[config.mk]
export PLATFORM = sky130hd
export DESIGN_NAME = flash_status_guard
export DESIGN_NICKNAME = d
export VERILOG_FILES = /design/src/rtl/fsg_pkg.sv /design/src/rtl/fsg_datapath.sv /design/src/rtl/fsg_control.sv /design/src/rtl/flash_status_guard.sv
export SDC_FILE = /design/constraint.sdc
export NUM_CORES = 1
export LEC_CHECK = 0
export BUFFER_PORTS_ARGS = -buffer_cell sky130_fd_sc_hd__buf_2
export CAP_MARGIN = 10
export CORE_MARGIN = 4
export CORE_UTILIZATION = 50
export DETAILED_ROUTE_END_ITERATION = 6
export GPL_TIMING_DRIVEN = 0
export HOLD_SLACK_MARGIN = 0.03
export PLACE_DENSITY_LB_ADDON = 0.25
export REMOVE_ABC_BUFFERS = 1
export SYNTH_ARGS = -nofsm -noshare
export SYNTH_HDL_FRONTEND = slang
export SYNTH_SLANG_ARGS = --single-unit
[constraint.sdc]
create_clock -name clk -period 2.95 [get_ports clk]
set_input_delay 0.1475 -clock clk [delete_from_list [all_inputs] [get_ports clk]]
set_output_delay 0.1475 -clock clk [all_outputs]
set_load 0.03 [all_outputs]
[src/rtl/fsg_pkg.sv]
package fsg_pkg;
  typedef struct packed {
    logic setWel;
    logic clrWel;
    logic loadStat;
  } ctrlStb_t;

  typedef enum logic [1:0] {
    OpStat  = 2'd0,
    OpProg  = 2'd1,
    OpSect  = 2'd2,
    OpBulk  = 2'd3
  } opKind_t;
endpackage

[src/rtl/fsg_datapath.sv]
module fsg_datapath
  import fsg_pkg::*;
#(
  parameter int SectBits = 6
) (
  input  logic                clk,
  input  logic                rstN,
  input  ctrlStb_t            stb,
  input  logic [7:0]          statData,
  input  logic [SectBits-1:0] sectorIdx,
  input  logic                wpN,
  output logic                welQ,
  output logic [3:0]          protQ,
  output logic                lockQ,
  output logic                protHit,
  output logic                anyProt,
  output logic                hwLock
);
  localparam int NumSectors = 1 << SectBits;

  int unsigned coverCnt;

  always_ff @(posedge clk or negedge rstN) begin
    if (!rstN) begin
      welQ  <= 1'b0;
      protQ <= 4'd0;
      lockQ <= 1'b0;
    end else begin
      if (stb.setWel)      welQ <= 1'b1;
      else if (stb.clrWel) welQ <= 1'b0;
      if (stb.loadStat) begin
        protQ <= statData[5:2];
        lockQ <= statData[7];
      end
    end
  end

  always_comb begin
    coverCnt = NumSectors >> (32'd15 - 32'(protQ));
    anyProt  = (coverCnt != 0);
    protHit  = (32'(sectorIdx) >= (NumSectors - coverCnt)) && anyProt;
    hwLock   = lockQ && !wpN;
  end
endmodule

[src/rtl/fsg_control.sv]
module fsg_control
  import fsg_pkg::*;
#(
  parameter int TWrStat    = 4,
  parameter int TProg      = 6,
  parameter int TSectErase = 12,
  parameter int TBulkErase = 20
) (
  input  logic     clk,
  input  logic     rstN,
  input  logic     wrEnStb,
  input  logic     wrDisStb,
  input  logic     statWrStb,
  input  logic     progStb,
  input  logic     sectEraseStb,
  input  logic     bulkEraseStb,
  input  logic     sleepStb,
  input  logic     wakeStb,
  input  logic     welQ,
  input  logic     protHit,
  input  logic     anyProt,
  input  logic     hwLock,
  output ctrlStb_t stb,
  output logic     busy,
  output logic     asleep,
  output logic     acceptPulse,
  output logic     rejectPulse
);
  localparam int MaxA = (TWrStat > TProg) ? TWrStat : TProg;
  localparam int MaxB = (TSectErase > TBulkErase) ? TSectErase : TBulkErase;
  localparam int MaxT = (MaxA > MaxB) ? MaxA : MaxB;
  localparam int CntW = $clog2(MaxT + 1);

  logic [CntW-1:0] cnt;
  logic            startOp, refuse, goSleep, goWake;
  opKind_t         op;
  logic [CntW-1:0] loadVal;

  always_comb begin
    stb     = '0;
    startOp = 1'b0;
    refuse  = 1'b0;
    goSleep = 1'b0;
    goWake  = 1'b0;
    op      = OpStat;
    if (busy) begin
      stb.clrWel = (cnt == '0);
    end else if (asleep) begin
      goWake = wakeStb;
    end else if (wrEnStb) begin
      stb.setWel = 1'b1;
    end else if (wrDisStb) begin
      stb.clrWel = 1'b1;
    end else if (statWrStb) begin
      op = OpStat;
      if (welQ && !hwLock) begin
        startOp      = 1'b1;
        stb.loadStat = 1'b1;
      end else refuse = 1'b1;
    end else if (progStb || sectEraseStb) begin
      op = progStb ? OpProg : OpSect;
      if (welQ && !protHit) startOp = 1'b1;
      else refuse = 1'b1;
    end else if (bulkEraseStb) begin
      op = OpBulk;
      if (welQ && !anyProt) startOp = 1'b1;
      else refuse = 1'b1;
    end else if (sleepStb) begin
      goSleep = 1'b1;
    end
    if (refuse) stb.clrWel = 1'b1;
  end

  always_comb begin
    unique case (op)
      OpStat:  loadVal = CntW'(TWrStat - 1);
      OpProg:  loadVal = CntW'(TProg - 1);
      OpSect:  loadVal = CntW'(TSectErase - 1);
      default: loadVal = CntW'(TBulkErase - 1);
    endcase
  end

  always_ff @(posedge clk or negedge rstN) begin
    if (!rstN) begin
      busy        <= 1'b0;
      cnt         <= '0;
      asleep      <= 1'b0;
      acceptPulse <= 1'b0;
      rejectPulse <= 1'b0;
    end else begin
      acceptPulse <= startOp;
      rejectPulse <= refuse;
      if (startOp) begin
        busy <= 1'b1;
        cnt  <= loadVal;
      end else if (busy) begin
        if (cnt == '0) busy <= 1'b0;
        else cnt <= cnt - 1'b1;
      end
      if (goSleep)     asleep <= 1'b1;
      else if (goWake) asleep <= 1'b0;
    end
  end
endmodule

[src/rtl/flash_status_guard.sv]
module flash_status_guard
  import fsg_pkg::*;
#(
  parameter int SectBits   = 6,
  parameter int TWrStat    = 4,
  parameter int TProg      = 6,
  parameter int TSectErase = 12,
  parameter int TBulkErase = 20
) (
  input  logic                clk,
  input  logic                rstN,
  input  logic                wrEnStb,
  input  logic                wrDisStb,
  input  logic                statWrStb,
  input  logic [7:0]          statData,
  input  logic                progStb,
  input  logic                sectEraseStb,
  input  logic                bulkEraseStb,
  input  logic                sleepStb,
  input  logic                wakeStb,
  input  logic                wpN,
  input  logic [SectBits-1:0] sectorIdx,
  output logic [7:0]          statusReg,
  output logic                acceptPulse,
  output logic                rejectPulse,
  output logic                asleep
);
  ctrlStb_t   stb;
  logic       welQ, lockQ, protHit, anyProt, hwLock, busy;
  logic [3:0] protQ;

  fsg_datapath #(.SectBits(SectBits)) dp_i (
    .clk(clk), .rstN(rstN), .stb(stb), .statData(statData),
    .sectorIdx(sectorIdx), .wpN(wpN), .welQ(welQ), .protQ(protQ),
    .lockQ(lockQ), .protHit(protHit), .anyProt(anyProt), .hwLock(hwLock)
  );

  fsg_control #(
    .TWrStat(TWrStat), .TProg(TProg),
    .TSectErase(TSectErase), .TBulkErase(TBulkErase)
  ) ctl_i (
    .clk(clk), .rstN(rstN), .wrEnStb(wrEnStb), .wrDisStb(wrDisStb),
    .statWrStb(statWrStb), .progStb(progStb), .sectEraseStb(sectEraseStb),
    .bulkEraseStb(bulkEraseStb), .sleepStb(sleepStb), .wakeStb(wakeStb),
    .welQ(welQ), .protHit(protHit), .anyProt(anyProt), .hwLock(hwLock),
    .stb(stb), .busy(busy), .asleep(asleep),
    .acceptPulse(acceptPulse), .rejectPulse(rejectPulse)
  );

  assign statusReg = {lockQ, 1'b0, protQ, welQ, busy};
endmodule

Word-level counts from Yosys, hierarchy flattened

Cells that the tools add are included.

Add/sub/neg operators: 3
$lt $le $gt $ge: 1
Eq/ne operators: 3
Shifts and indexed selects: 1
Muxes and demuxes: 59
Reduce and logical (&&, ||, !) cells: 17

Operator list:

| cell                                                                 | count |
|---|---|
| 1-bit 2-to-1 mux                                                     | 45 |
| 6-bit by 32-bit >= comparator with 1-bit output                      | 1 |
| 32-bit nonzero test                                                  | 1 |
| 7-bit by 32-bit >> shifter with 32-bit output (first input constant) | 1 |
| 7-bit by 32-bit subtractor with 32-bit output (first input constant) | 1 |
| 2-bit 2-to-1 mux                                                     | 9 |
| 5-bit 2-to-1 mux                                                     | 3 |
| 5-bit one-hot mux with 3 select lines                                | 1 |
| 2-bit nonzero test                                                   | 3 |
| 1-bit logical AND                                                    | 5 |
| 5-bit logical NOT                                                    | 1 |
| 4-bit by 4-bit subtractor with 5-bit output (first input constant)   | 1 |
| 5-bit by 1-bit subtractor with 5-bit output (second input constant)  | 1 |
| 1-bit logical NOT                                                    | 4 |
| 3-bit 2-to-1 mux                                                     | 1 |
| 2-bit by 1-bit == test with 1-bit output (second input constant)     | 1 |
| 2-bit == test (second input constant)                                | 1 |
| 2-bit logical NOT                                                    | 1 |
| 2-bit by 1-bit != test with 1-bit output (second input constant)     | 1 |
| 2-bit AND reduction                                                  | 1 |
| 1-bit logical OR                                                     | 1 |

Flip-flop bits (word level): 15
Input bits: 25
Logic and storage cells: 92

Longest topological paths before layout

Depth in word-level cells: 17
Gate-level depth with buffers: 14

By module

A second synthesis with hierarchy kept.

Cell total of the unflattened synthesis: 123
Area, all modules: 1161.1 µm²

Modules (own cells, without submodules):

| module             | times used | cells each | area each (µm²) |
|---|---|---|---|
| fsg_control        | 1          | 58         | 589.3 |
| fsg_datapath       | 1          | 60         | 538.0 |
| flash_status_guard | 1          | 5          | 33.8 |

Least setup slack after synthesis

No wires, ideal clock.

Path kind: register to register
Start point: reg dp_i.protQ[3]
End point: reg ctl_i.cnt[1]
Arrival time: 2.716 ns
Path slack: 0.096 ns
Cell stages (with the launch flop): 14
Cell sequence: dfrtp_1 -> clkbuf_1 -> and3_1 -> inv_1 -> ha_1 -> xnor2_1 -> ha_1 -> and3_1 -> o21ai_0 -> a211oi_1 -> o211a_1 -> clkinv_2 -> nor2_1 -> o22ai_1

Longest elaborated chain between the ends: 16
Elaborated cells on any way between the ends: 23
Classes of those cells: add/sub: 2; order compare: 1; eq/ne: 1; shift: 1; mux: 10; reduce/logical: 8

RTL lines:

| item                                                                                     | line               | text |
|---|---|---|
| from (decl)                                                                              | fsg_datapath.sv:13 | `output logic [3:0] protQ,` |
| from (signal assigned)                                                                   | fsg_datapath.sv:32 | `protQ <= statData[5:2];` |
| 4-bit by 4-bit subtractor with 5-bit output *                                            | fsg_datapath.sv:39 | `coverCnt = NumSectors >> (32'd15 - 32'(protQ));` |
| 7-bit by 32-bit >> shifter with 32-bit output *                                          | fsg_datapath.sv:39 |  |
| 7-bit by 32-bit subtractor with 32-bit output                                            | fsg_datapath.sv:41 | `protHit = (32'(sectorIdx) >= (NumSectors - coverCnt)) && anyProt;` |
| 6-bit by 32-bit >= comparator with 1-bit output                                          | fsg_datapath.sv:41 |  |
| 1-bit logical AND                                                                        | fsg_datapath.sv:41 |  |
| 1-bit logical NOT                                                                        | fsg_control.sv:62  | `if (welQ && !protHit) startOp = 1'b1;` |
| 1-bit logical AND                                                                        | fsg_control.sv:62  |  |
| 1-bit 2-to-1 mux                                                                         | fsg_control.sv:62  |  |
| 1-bit 2-to-1 mux *                                                                       | fsg_control.sv:60  | `end else if (progStb \|\| sectEraseStb) begin` |
| 1-bit 2-to-1 mux *                                                                       | fsg_control.sv:54  | `end else if (statWrStb) begin` |
| 1-bit 2-to-1 mux *                                                                       | fsg_control.sv:52  | `end else if (wrDisStb) begin` |
| 1-bit 2-to-1 mux *                                                                       | fsg_control.sv:50  | `end else if (wrEnStb) begin` |
| 1-bit 2-to-1 mux *                                                                       | fsg_control.sv:48  | `end else if (asleep) begin` |
| 1-bit 2-to-1 mux *                                                                       | fsg_control.sv:46  | `if (busy) begin` |
| named net ctl_i.startOp                                                                  | fsg_control.sv:35  | `logic startOp, refuse, goSleep, goWake;` |
| 2-bit by 1-bit != test with 1-bit output (no line) or 2-bit nonzero test (tied branches) | -                  |  |
| 2-bit AND reduction (no line)                                                            | -                  |  |
| to (signal assigned)                                                                     | fsg_control.sv:95  | `cnt <= loadVal;` |
| to (signal assigned)                                                                     | fsg_control.sv:98  | `else cnt <= cnt - 1'b1;` |
| to (decl)                                                                                | fsg_control.sv:34  | `logic [CntW-1:0] cnt;` |

Mark *: on every way through the listed nets, which the timed path passes. The rest lies on a longest branch.
A chain may end at the register's enable or synchronous reset.

Final worst setup path

Start point: reg dp_i.protQ[1]
End point: reg ctl_i.cnt[4]

Longest elaborated chain between the ends: 16
Elaborated cells on any way between the ends: 23
Classes of those cells: add/sub: 2; order compare: 1; eq/ne: 1; shift: 1; mux: 10; reduce/logical: 8

RTL lines:

| item                                                                                     | line |
|---|---|
| 4-bit by 4-bit subtractor with 5-bit output *                                            | fsg_datapath.sv:39 |
| 7-bit by 32-bit >> shifter with 32-bit output *                                          | fsg_datapath.sv:39 |
| 7-bit by 32-bit subtractor with 32-bit output                                            | fsg_datapath.sv:41 |
| 6-bit by 32-bit >= comparator with 1-bit output                                          | fsg_datapath.sv:41 |
| 1-bit logical AND                                                                        | fsg_datapath.sv:41 |
| 1-bit logical NOT                                                                        | fsg_control.sv:62 |
| 1-bit logical AND                                                                        | fsg_control.sv:62 |
| 1-bit 2-to-1 mux                                                                         | fsg_control.sv:62 |
| 1-bit 2-to-1 mux *                                                                       | fsg_control.sv:60 |
| 1-bit 2-to-1 mux *                                                                       | fsg_control.sv:54 |
| 1-bit 2-to-1 mux *                                                                       | fsg_control.sv:52 |
| 1-bit 2-to-1 mux *                                                                       | fsg_control.sv:50 |
| 1-bit 2-to-1 mux *                                                                       | fsg_control.sv:48 |
| 1-bit 2-to-1 mux *                                                                       | fsg_control.sv:46 |
| 2-bit by 1-bit != test with 1-bit output (no line) or 2-bit nonzero test (tied branches) | - |
| 2-bit AND reduction (no line)                                                            | - |

Mark *: on every way between the ends. The rest lies on a longest branch, timed or not.

==> run summary <==
Register area: 379.1 um^2
Clk slew on worst S/H paths: 0.09 ns
Vias in the first global route: 1,034
Final Setup Violations: 0
Yosys warns: 0
Tcrit/Tclk final: 0.9403
# IOs: 36
P_leak: 0.7104 nW
CP max stage delay: 0.46 ns
Mapped cell area: 1207 um^2
Die height: 57.14 um
Die width: 57.14 um
CTS sink cnt: 15
Die area: 3265 um^2
Post-synth EDFFs: 0
Async SR Flop Fraction: 1.000
CP Capture Type: flip-flop
Layout Skew: 0.0009650 ns
Area occupied by multi-input gates: 733.2 um^2
CP required: 3.13 ns
Final nets: 209
Critical path data arrival time: 2.95 ns
Synth top cells by count: dfrtp_1, inv_1, ha_1, o21ai_0, nor2_1
Max frequency: 360.5 MHz
Logic pwr share: 0.624
Sw frac: 0.5003
Top FF cell, synth: dfrtp_1
Core Rows: 17
Power Internal: 0.7169 mW
Post-placement cell area: 1349 um^2
Congestion Overflow GR: 0
Maximum root-to-sink buffer count: 2
Post-synthesis cell count: 141
Tot GR Track Use: 0.1689
CP max stage cell: dfrtp_2
Status: finished clean
Max-slew violations: 0
Share of cells above drive strength 1: 0.3295
Initial Util: 0.5355
Wirelength per Cell: 13.71 um
Most common cell in the netlist: dfrtp_1
Final Hold Vio Count: 0
Clock Tree Root: clkbuf_4
Mean Syn Cell Area: 8.563 um^2
Total vias in the final route: 1,142
Layout fillers: 221
Pwr dens: 999.6 nW/um^2
Switching pwr: 0.7177 mW
Detailed placement HPWL: 2146 um
Core Footprint: 2255 um^2
Setup crit start kind: flip-flop
Port Buffer Count: 31
Synth-to-Final Area Change: 18.86%
Sequential area share after synthesis: 0.3109
First-pass GRT wire length: 4395 um
Ant. Diodes: 0
WL final: 2756 um
Seq pwr share: 0.295
Initial antenna violation count: 0
Min cycle time layout: 2.774 ns
Inserted Clock Buffers: 3
Max cap viols: 0
Synth Register Bits: 15
RSZ-0062 raised after global routing: no
CTS tree: yes
Tot Pwr: 1.435 mW
H-tree depth: 1
Worst Hold Class: primary input to flip-flop
Worst setup margin: 0.1761 ns
Clk pwr share: 0.081
Fin area: 1435 um^2
Crit path max-delay family: compound AO/OA/AOI/OAI gates
Post-synth cell types: 41
Placed cell count: 191
TNS Setup: 0 ns
Skew-Pair Late Insertion Delay: 0.28 ns
Share of the synthesized area in the top cell type: 0.3109
Pre-CTS WS: -0.02893 ns
RD Place Congestion: 0.9131
WS Path Type: flip-flop to flip-flop
Router iterations before antenna repair: 4
Worst Path Buf+Inv: 2
Largest cells by area after synthesis: dfrtp_1, ha_1, mux2_2
Largest net degree at the start of global routing: 16
DRC Markers: 0
Max VDD drop: 658.3 uV
Yosys top cell by area: dfrtp_1
Layout Cells excl Fill: 201
DR vias/cell: 5.682
Cell Chain, Critical Path: nor2_1 > and3_1 > inv_1 > ha_2 > inv_1 > ha_1 > nor2b_1 > o31ai_1 > a211oi_2 > o211a_1 > o21ai_0 > nor2_1
R2R setup slack: 0.18 ns
Worst-path fanout max: 7
ANT nets after route: 0
DRT iter0 DRCs: 36
## cell families after synthesis
family,Yosys count,share of synthesized area
other,1,0.003106
AOI/OAI and AO/OA,38,0.2228
muxes,5,0.04663
xor gates and xnor gates,4,0.02901
and+or+nand+nor,44,0.1958
DFF,15,0.3109
adders and majority gates,10,0.1036
buffers and inverters,24,0.08808
## worst min-delay path: cells and delay by family
family,cells,cell delay (ns)
buf+inv,1,0.08
simple gates,2,0.11
## placed cells by master (no fill, tap or decap), drive strengths merged, types with 2 or more instances in the layout
cell	n
clkinv	2
nand4	3
inv	14
mux2	5
nand3b	2
xnor2	4
dfrtp	15
a21o	3
o21ai	11
nand2	6
nor4	2
nor2b	4
clkbuf	3
o211ai	2
o21a	2
and3	3
nor2	10
a21oi	4
nor3	3
buf	36
o31ai	4
nand3	7
a211oi	4
ha	10
## power groups by stage
stage                     sequential, mW  clock (mW)  combinational (mW)
after floorplan                    0.505           0               0.521
after global placement             0.419           0               0.785
after detailed placement           0.426           0               0.820
after CTS                          0.424       0.119               0.832
after global routing               0.444       0.129               0.991
final                              0.423       0.116               0.895
## state kept, by name, summed over array words and instances (netlist names)
signal	flops
ctl_i.acceptPulse	1
ctl_i.asleep	1
ctl_i.busy	1
ctl_i.cnt	5
ctl_i.rejectPulse	1
dp_i.lockQ	1
dp_i.protQ	4
dp_i.welQ	1
## area by class of cell
cell class / instances / area share
timing repair buffer: 37 / 0.1412
tap: 28 / 0.02441
sequential: 15 / 0.2642
clock buffer: 3 / 0.01569
inverter: 15 / 0.04010
clock inverter: 1 / 0.003487
multi-input combinational: 102 / 0.5109
## path summary, 6_finish.rpt
path / startpoint / end / cells past startpoint
worst max-delay path: dp_i.protQ[1] / ctl_i.cnt[4] / 12
worst min-delay path: sleepStb / ctl_i.asleep / 3
worst max register to register: dp_i.protQ[1] / ctl_i.cnt[4] / 12
worst min register to register: dp_i.lockQ / dp_i.lockQ / 1
max in group asynchronous: rstN / dp_i.protQ[2] / 2
min in group asynchronous: rstN / dp_i.welQ / 2
## stage by stage
step	util	hold WS, ns
2_1_floorplan	-	-0.1481
3_3_place_gp	0.5982	0.06845
3_5_place_dp	0.5982	0.07570
4_1_cts	0.6171	0.08600
5_1_grt	0.6365	0.07839
6_report	0.6365	0.08269
## per-layer routing
metal / part of all wire / up-vias / GRT usage
li1: - / 570 / -
met3: 0.089 / 2 / 0.05430
met2: 0.47 / 40 / 0.2757
met5: 0 / - / 0
met1: 0.44 / 530 / 0.2218
met4: 0.0044 / 0 / 0.02980
## what timing repair did
action                     4_1_cts  5_1_grt
hold endpoints to repair        15        0
pin swaps                        0        2
buffers inserted                 0        5
hold buffers                     1        0
setup endpoints to repair        2        5
gates resized for setup          1        6
(Power assumes the default switching activity.)
